### config.mk
export PLATFORM = sky130hd
export DESIGN_NAME = serial_flash_ctrl
export DESIGN_NICKNAME = d
export VERILOG_FILES = /design/src/rtl/sfc_pkg.sv /design/src/rtl/sfc_clkdiv.sv /design/src/rtl/sfc_engine.sv /design/src/rtl/serial_flash_ctrl.sv
export SDC_FILE = /design/constraint.sdc
export NUM_CORES = 1
export LEC_CHECK = 0
export ABC_CLOCK_PERIOD_IN_PS = 3000
export BUFFER_PORTS_ARGS = -buffer_cell sky130_fd_sc_hd__clkbuf_2
export CORE_MARGIN = 2
export CORE_UTILIZATION = 55
export DETAILED_ROUTE_END_ITERATION = 10
export PLACE_DENSITY = 0.8
export SLEW_MARGIN = 40
export SYNTH_ARGS = -nofsm -noshare
export SYNTH_HDL_FRONTEND = slang
export SYNTH_SLANG_ARGS = --single-unit
### constraint.sdc
create_clock -name clk -period 3 [get_ports clk]
set_input_delay 0.6 -clock clk [delete_from_list [all_inputs] [get_ports clk]]
set_output_delay 0.6 -clock clk [all_outputs]
set_load 0.01 [all_outputs]
### src/rtl/sfc_pkg.sv
package sfc_pkg;
    localparam logic [2:0] ADDR_CTRL = 3'd0;
    localparam logic [2:0] ADDR_CMD  = 3'd1;
    localparam logic [2:0] ADDR_TXD  = 3'd2;
    localparam logic [2:0] ADDR_RXD  = 3'd3;
    localparam logic [2:0] ADDR_STAT = 3'd4;

    localparam logic [7:0] OP_RDSR = 8'h05;
    localparam logic [7:0] OP_WREN = 8'h06;

    localparam int MAX_TX_BYTES = 4;
    localparam int MAX_RX_BYTES = 3;
    localparam int WE_SHIFT     = 8;

    typedef enum logic [1:0] {OPK_RAW, OPK_RDSR, OPK_WREN} op_kind_t;
    typedef enum logic [2:0] {ST_IDLE, ST_SETUP, ST_HIGH, ST_LOW, ST_HOLD} eng_state_t;

    typedef struct packed {
        logic [1:0]  bank;
        logic [2:0]  tx_bytes;
        logic [1:0]  rx_bytes;
        logic [31:0] tx_word;
    } xfer_req_t;
endpackage

### src/rtl/sfc_clkdiv.sv
module sfc_clkdiv #(
    parameter int DIV_W = 4
) (
    input  logic             clk,
    input  logic             rst_n,
    input  logic             run,
    input  logic [DIV_W-1:0] half_div,
    output logic             half_tick
);
    logic [DIV_W-1:0] cnt;
    logic [DIV_W-1:0] eff;

    always_comb begin
        eff       = (half_div == '0) ? DIV_W'(1) : half_div;
        half_tick = run && (cnt == eff - DIV_W'(1));
    end

    always_ff @(posedge clk or negedge rst_n) begin
        if (!rst_n)                cnt <= '0;
        else if (!run || half_tick) cnt <= '0;
        else                       cnt <= cnt + DIV_W'(1);
    end
endmodule

### src/rtl/sfc_engine.sv
module sfc_engine
    import sfc_pkg::*;
#(
    parameter int NUM_BANKS = 4
) (
    input  logic                 clk,
    input  logic                 rst_n,
    input  logic                 start,
    input  xfer_req_t            req,
    input  logic                 half_tick,
    input  logic                 spi_miso,
    output logic                 busy,
    output logic                 done,
    output logic [23:0]          rx_word,
    output logic                 spi_sclk,
    output logic                 spi_mosi,
    output logic [NUM_BANKS-1:0] spi_cs_n
);
    localparam int TXW   = 8 * MAX_TX_BYTES;
    localparam int RXW   = 8 * MAX_RX_BYTES;
    localparam int BIT_W = $clog2(TXW + RXW + 1);

    eng_state_t       state, nxt;
    logic [TXW-1:0]   tx_sh;
    logic [RXW-1:0]   rx_sh;
    logic [BIT_W-1:0] bit_cnt, total_bits, rx_first;
    logic [1:0]       rx_len_q;
    logic             hold_q;
    logic             last_bit;

    assign busy     = (state != ST_IDLE);
    assign spi_mosi = tx_sh[TXW-1];
    assign last_bit = (bit_cnt == total_bits - BIT_W'(1));

    // next-state logic
    always_comb begin
        nxt = state;
        unique case (state)
            ST_IDLE:  if (start)     nxt = ST_SETUP;
            ST_SETUP: if (half_tick) nxt = ST_HIGH;
            ST_HIGH:  if (half_tick) nxt = last_bit ? ST_HOLD : ST_LOW;
            ST_LOW:   if (half_tick) nxt = ST_HIGH;
            ST_HOLD:  if (half_tick && hold_q) nxt = ST_IDLE;
            default:  nxt = ST_IDLE;
        endcase
    end

    // state register
    always_ff @(posedge clk or negedge rst_n) begin
        if (!rst_n) state <= ST_IDLE;
        else        state <= nxt;
    end

    // outputs and datapath
    always_ff @(posedge clk or negedge rst_n) begin
        if (!rst_n) begin
            tx_sh      <= '0;
            rx_sh      <= '0;
            bit_cnt    <= '0;
            total_bits <= '0;
            rx_first   <= '0;
            rx_len_q   <= '0;
            hold_q     <= 1'b0;
            spi_sclk   <= 1'b0;
            spi_cs_n   <= '1;
            done       <= 1'b0;
            rx_word    <= '0;
        end else begin
            done <= 1'b0;
            unique case (state)
                ST_IDLE: begin
                    if (start) begin
                        tx_sh      <= req.tx_word << (8 * (MAX_TX_BYTES - int'(req.tx_bytes)));
                        rx_sh      <= '0;
                        bit_cnt    <= '0;
                        total_bits <= BIT_W'(8 * (int'(req.tx_bytes) + int'(req.rx_bytes)));
                        rx_first   <= BIT_W'(8 * int'(req.tx_bytes));
                        rx_len_q   <= req.rx_bytes;
                        hold_q     <= 1'b0;
                        for (int i = 0; i < NUM_BANKS; i++)
                            spi_cs_n[i] <= (int'(req.bank) != i);
                    end
                end
                ST_SETUP, ST_LOW: begin
                    if (half_tick) begin
                        spi_sclk <= 1'b1;
                        if (bit_cnt >= rx_first)
                            rx_sh <= {rx_sh[RXW-2:0], spi_miso};
                    end
                end
                ST_HIGH: begin
                    if (half_tick) begin
                        spi_sclk <= 1'b0;
                        bit_cnt  <= bit_cnt + BIT_W'(1);
                        tx_sh    <= {tx_sh[TXW-2:0], 1'b0};
                    end
                end
                ST_HOLD: begin
                    if (half_tick) begin
                        hold_q <= 1'b1;
                        if (hold_q) begin
                            spi_cs_n <= '1;
                            done     <= 1'b1;
                            rx_word  <= rx_sh << (8 * (MAX_RX_BYTES - int'(rx_len_q)));
                        end
                    end
                end
                default: ;
            endcase
        end
    end
endmodule

### src/rtl/serial_flash_ctrl.sv
module serial_flash_ctrl
    import sfc_pkg::*;
#(
    parameter int NUM_BANKS = 4,
    parameter int DIV_W     = 4,
    parameter int DIV_RESET = 2
) (
    input  logic                 clk,
    input  logic                 rst_n,
    input  logic                 reg_wr,
    input  logic [2:0]           reg_addr,
    input  logic [31:0]          reg_wdata,
    output logic [31:0]          reg_rdata,
    output logic                 spi_sclk,
    output logic                 spi_mosi,
    input  logic                 spi_miso,
    output logic [NUM_BANKS-1:0] spi_cs_n
);
    localparam int DIV_LSB = 4;

    logic                 ctrl_raw;
    logic [DIV_W-1:0]     ctrl_div;
    logic [31:0]          tx_reg;
    logic [23:0]          rx_reg;
    logic                 flag_done, flag_err_busy, flag_err_cmd, flag_wcf;
    logic [NUM_BANKS-1:0] we_copy;
    logic [7:0]           stat_byte;
    op_kind_t             op_kind;
    logic [1:0]           op_bank;

    logic      cmd_wr, stat_wr, cmd_req, illegal, start, reject_busy, reject_cmd;
    logic      f_send, f_rd, f_we;
    xfer_req_t req;
    logic      eng_busy, eng_done, half_tick;
    logic [23:0] eng_rx;

    // command decode
    always_comb begin
        cmd_wr  = reg_wr && (reg_addr == ADDR_CMD);
        stat_wr = reg_wr && (reg_addr == ADDR_STAT);
        f_send  = reg_wdata[2];
        f_rd    = reg_wdata[8];
        f_we    = reg_wdata[9];
        cmd_req = cmd_wr && (f_send || f_rd || f_we);
        illegal = (ctrl_raw ? (f_rd || f_we) : (f_send || (f_rd && f_we)))
                  || (int'(reg_wdata[1:0]) >= NUM_BANKS);
        start       = cmd_req && !eng_busy && !illegal;
        reject_busy = cmd_req && eng_busy;
        reject_cmd  = cmd_req && !eng_busy && illegal;

        req.bank = reg_wdata[1:0];
        if (ctrl_raw) begin
            req.tx_bytes = {1'b0, reg_wdata[5:4]} + 3'd1;
            req.rx_bytes = reg_wdata[7:6];
            req.tx_word  = tx_reg;
        end else begin
            req.tx_bytes = 3'd1;
            req.rx_bytes = f_rd ? 2'd1 : 2'd0;
            req.tx_word  = {24'd0, (f_rd ? OP_RDSR : OP_WREN)};
        end
    end

    sfc_clkdiv #(.DIV_W(DIV_W)) u_div (
        .clk(clk), .rst_n(rst_n), .run(eng_busy),
        .half_div(ctrl_div), .half_tick(half_tick)
    );

    sfc_engine #(.NUM_BANKS(NUM_BANKS)) u_eng (
        .clk(clk), .rst_n(rst_n), .start(start), .req(req),
        .half_tick(half_tick), .spi_miso(spi_miso),
        .busy(eng_busy), .done(eng_done), .rx_word(eng_rx),
        .spi_sclk(spi_sclk), .spi_mosi(spi_mosi), .spi_cs_n(spi_cs_n)
    );

    // register file and status tracking
    always_ff @(posedge clk or negedge rst_n) begin
        if (!rst_n) begin
            ctrl_raw      <= 1'b0;
            ctrl_div      <= DIV_W'(DIV_RESET);
            tx_reg        <= '0;
            rx_reg        <= '0;
            flag_done     <= 1'b0;
            flag_err_busy <= 1'b0;
            flag_err_cmd  <= 1'b0;
            flag_wcf      <= 1'b0;
            we_copy       <= '0;
            stat_byte     <= '0;
            op_kind       <= OPK_RAW;
            op_bank       <= '0;
        end else begin
            if (reg_wr && reg_addr == ADDR_CTRL) begin
                ctrl_raw <= reg_wdata[0];
                ctrl_div <= reg_wdata[DIV_LSB +: DIV_W];
            end
            if (reg_wr && reg_addr == ADDR_TXD) tx_reg <= reg_wdata;
            if (start) begin
                op_bank <= req.bank;
                op_kind <= ctrl_raw ? OPK_RAW : (f_rd ? OPK_RDSR : OPK_WREN);
            end
            flag_done     <= eng_done    || (flag_done     && !(stat_wr && !reg_wdata[0]));
            flag_err_busy <= reject_busy || (flag_err_busy && !(stat_wr && !reg_wdata[1]));
            flag_err_cmd  <= reject_cmd  || (flag_err_cmd  && !(stat_wr && !reg_wdata[2]));
            flag_wcf      <= (eng_done && op_kind == OPK_RDSR && !eng_rx[16])
                             || (flag_wcf && !(stat_wr && !reg_wdata[3]));
            if (eng_done) begin
                rx_reg <= eng_rx;
                if (op_kind == OPK_RDSR) begin
                    stat_byte        <= eng_rx[23:16];
                    we_copy[op_bank] <= eng_rx[17];
                end else if (op_kind == OPK_WREN) begin
                    we_copy[op_bank] <= 1'b1;
                end
            end
        end
    end

    // read mux
    always_comb begin
        reg_rdata = '0;
        unique case (reg_addr)
            ADDR_CTRL: begin
                reg_rdata[0]               = ctrl_raw;
                reg_rdata[DIV_LSB +: DIV_W] = ctrl_div;
            end
            ADDR_TXD: reg_rdata = tx_reg;
            ADDR_RXD: reg_rdata = {8'd0, rx_reg};
            ADDR_STAT: begin
                reg_rdata[0]     = flag_done;
                reg_rdata[1]     = flag_err_busy;
                reg_rdata[2]     = flag_err_cmd;
                reg_rdata[3]     = flag_wcf;
                reg_rdata[31:24] = stat_byte;
                for (int i = 0; i < NUM_BANKS; i++)
                    reg_rdata[WE_SHIFT + i] = we_copy[i];
            end
            default: reg_rdata = '0;
        endcase
    end
endmodule

==> out/metrics.csv <==
stage,metric,value,unit
logic_synthesis,synthesized flop and latch total,189,
logic_synthesis,main flop type after synthesis,dfrtp_1,
critical_path,Crit Path Max Fanout,10,
min_path,Hold Crit Class,primary input to async pin,
logic_synthesis,distinct cell type count after synthesis,69,
critical_path,WP data arrival,3010,ps
drt,DR vias,7033,
timing,Tcrit/Tclk final,87.8,%
critical_path,startpoint types,primary input,
layout,Inserted Diodes,0,
critical_path,critical path's largest stage delay,570,ps
logic_synthesis,syn_nets,913,
timing,Final Hold Fails,0,
timing,final setup vio count,0,
logic_synthesis,Synth area leaders,"dfrtp_1 48%, mux2_2 11%, mux2_4 4.1%",
timing,clock skew,7.19,ps
drt,vias per std cell,6.07,
logic_synthesis,dominant cell by count in the synthesized netlist,dfrtp_1,
floorplan,full die area,18600,um^2
critical_path,sequence of cells on the critical path,clkbuf_2 > ha_1 > nand2_1 > ha_1 > nor2b_1 > nand2_1 > o22ai_1 > a22o_1 > mux2_4,
floorplan,Die W,136,um
power_and_ir_drop,power density cells,717,nW/um^2
timing,Worst Tran Pin Value,780,ps
power_and_ir_drop,Leakage,5.03,nW
timing,minimum clock period,2640,ps
clock_network,H-tree depth,4,
logic_synthesis,"EDFF count, synth",0,
timing,Slew headroom,48.0,%
drt,WL/cell,20.0,um
clock_network,total CTS buffers,17,
logic_synthesis,"Seq/Total Area, Yosys",49.2,%
power_and_ir_drop,Worst IR Drop VDD,734,uV
logic_synthesis,syn avg cell area,11.2,um^2
global_route,largest net degree at the start of global routing,76,
timing,RSZ-0062 raised after global routing,false,
logic_synthesis,synth cell count leaders,"184 x dfrtp_1, 97 x nand2_1, 96 x mux2_2, 72 x o21ai_0, 45 x nor2_1",
drt,drt initial violations,651,
logic_synthesis,top cell type's share of synthesized area,47.9,%
drt,Routed Antenna Nets,0,
clock_network,Clock transition at path regs,70,ps
drt,router iterations before antenna repair,5,
clock_network,CTS Hold Bufs,0,
timing,fmax,379,MHz
critical_path,Worst Path Required,3370,ps
clock_network,Post-CTS Resized,0,
critical_path,CP Class,primary input to register,
critical_path,FF-to-FF setup slack,460,ps
floorplan,row cnt,48,
status,status,"complete, no violations",
global_route,first-pass GRT wire length,36800,um
logic_synthesis,cell count after synthesis,861,
layout,# nets final,974,
global_route,grt ovf,0,
flow_run,max-cap violations,0,
floorplan,I/O Pins,77,
global_route,vias in the first global route,6845,
timing,Max Slew Vio Count,0,
critical_path,slowest CP cell,nor2b_1,
clock_network,post-CTS setup buffers,0,
placement,Place WS,-3.73,ps
clock_network,CTS tree,built,
floorplan,Core Box Area,17200,um^2
placement,Port Buffer Count,76,
placement,RD Place Congestion,0.851,
logic_synthesis,Synthesis Warnings,0,
placement,hpwl dp,16400,um
drt,drt drc,0,
floorplan,Die Y,136,um
timing,Setup Total Neg Slack,0,ps
clock_network,Num Clock Sinks,189,
clock_network,root buf cell,clkbuf_16,
layout,Layout area overhead,12.8,%
layout,fillcell total,1350,
clock_network,clock latency on the worst-skew pair,430,ps
clock_network,Max Root-Sink Buffers,2,
global_route,GRT Overall Usage,25.9,%
critical_path,CP bufs+invs,1,
layout,share of cells above drive strength 1,29.3,%
floorplan,Initial Util,56.0,%
critical_path,CP endpoint kind,register,
timing,PnR worst setup slack,365,ps
logic_synthesis,cell accounting for the most synthesized area,dfrtp_1,
logic_synthesis,Post-synth ARST share,100,%
logic_synthesis,Netlist Area Pre-Place,9620,um^2
critical_path,crit-path leading delay family,simple AND/OR/NAND/NOR gates,
drt,final WL,23200,um
global_route,initial antenna violation count,0,
==> kinds of logic (layout without fill, tap and decap cells) <==
family	Yosys count	count (layout)	share of synthesized area [%]
xor+xnor	10	10	0.911
mux	150	150	18.2
flops	189	189	49.2
buf+inv	78	151	3.72
simple gates	213	213	10.7
compound gates	208	208	15.4
fa+ha+maj	13	13	1.77
==> final cells by class <==
cell class	instances	area [um^2]	share of cell area [%]
clock buffer	21	470	4.34
clock inverter	10	108	0.992
inverter	19	71.3	0.657
multi-input combinational	594	4550	41.9
sequential	189	4740	43.7
tap	225	282	2.60
timing repair buffer	101	634	5.85
==> report_power, final <==
| group | internal [mW] | switching, mW | total [mW] |
|---|---|---|---|
| Sequential | 2.97 | 0.497 | 3.47 |
| Combinational | 0.974 | 1.12 | 2.09 |
| Clock | 1.22 | 0.998 | 2.22 |
==> final timing paths <==
kind	start	to	cells after the start
max	reg_wdata[4]	u_eng.tx_sh[16]	9
min	rst_n	u_eng.bit_cnt[0]	1
max reg2reg	ctrl_div[2]	u_eng.spi_cs_n[0]	10
min reg2reg	u_eng.rx_word[12]	u_eng.rx_word[12]	2
max in group asynchronous	rst_n	u_eng.rx_sh[22]	2
min in group clk	spi_miso	u_eng.rx_sh[0]	2
==> worst register-to-register path, stage by stage, from the launching register on <==
cell and delay (ps):
dfrtp_1 470, nor3_1 200, nor2_1 70, ha_1 210
xnor2_1 140, xnor2_1 140, nor2_2 110, buf_4 160
o2111ai_1 150, a21boi_0 570, o32a_1 270
==> per-layer routing <==
layer  wire length [um]  vias up  share of wire [%]  GRT usage [%]
met2              11300      201                 49           41.5
met5                  0        -                  0              0
li1                   -     3233                  -              -
met1              10300     3562                 44           35.8
met4                489        0                2.1           7.70
met3               1120       37                4.8           5.26
==> placed cells by master (no fill, tap or decap), types with 3 or more instances in the layout <==
| cell type | n |
|---|---|
| a31oi_1 | 9 |
| buf_4 | 20 |
| and2_1 | 4 |
| clkbuf_2 | 75 |
| dfrtp_1 | 184 |
| a21o_1 | 3 |
| nor4bb_1 | 3 |
| a2bb2oi_1 | 3 |
| buf_12 | 4 |
| or3_1 | 3 |
| mux2_4 | 26 |
| dfstp_2 | 5 |
| o2111ai_1 | 3 |
| ha_1 | 12 |
| or2_2 | 3 |
| nor3_1 | 4 |
| a22o_1 | 41 |
| mux2i_1 | 28 |
| mux2_2 | 96 |
| o21ai_0 | 72 |
| clkbuf_16 | 17 |
| nor2b_1 | 11 |
| nand3_1 | 15 |
| nand2_1 | 97 |
| xnor2_1 | 8 |
| clkinv_4 | 3 |
| clkbuf_8 | 4 |
| o2bb2ai_1 | 5 |
| nand2b_1 | 8 |
| nor2_1 | 45 |
| o21a_1 | 4 |
| clkinvlp_4 | 3 |
| a22oi_1 | 27 |
| inv_1 | 19 |
| nor3b_1 | 5 |
| a21oi_1 | 10 |
| a32o_1 | 7 |
==> stage by stage <==
stage,util (%),instances,instance area (um^2),hold slack [ps],power [mW]
5_1_grt,63.2,1159,10800,232,8.16
3_3_place_gp,59.7,1127,10300,456,5.47
6_report,63.2,1159,10800,197,7.78
2_1_floorplan,-,861,9620,304,4.89
3_5_place_dp,59.8,1128,10300,470,5.55
4_1_cts,63.2,1159,10800,206,7.77
Note: power is estimated with default switching activity, not from simulation.
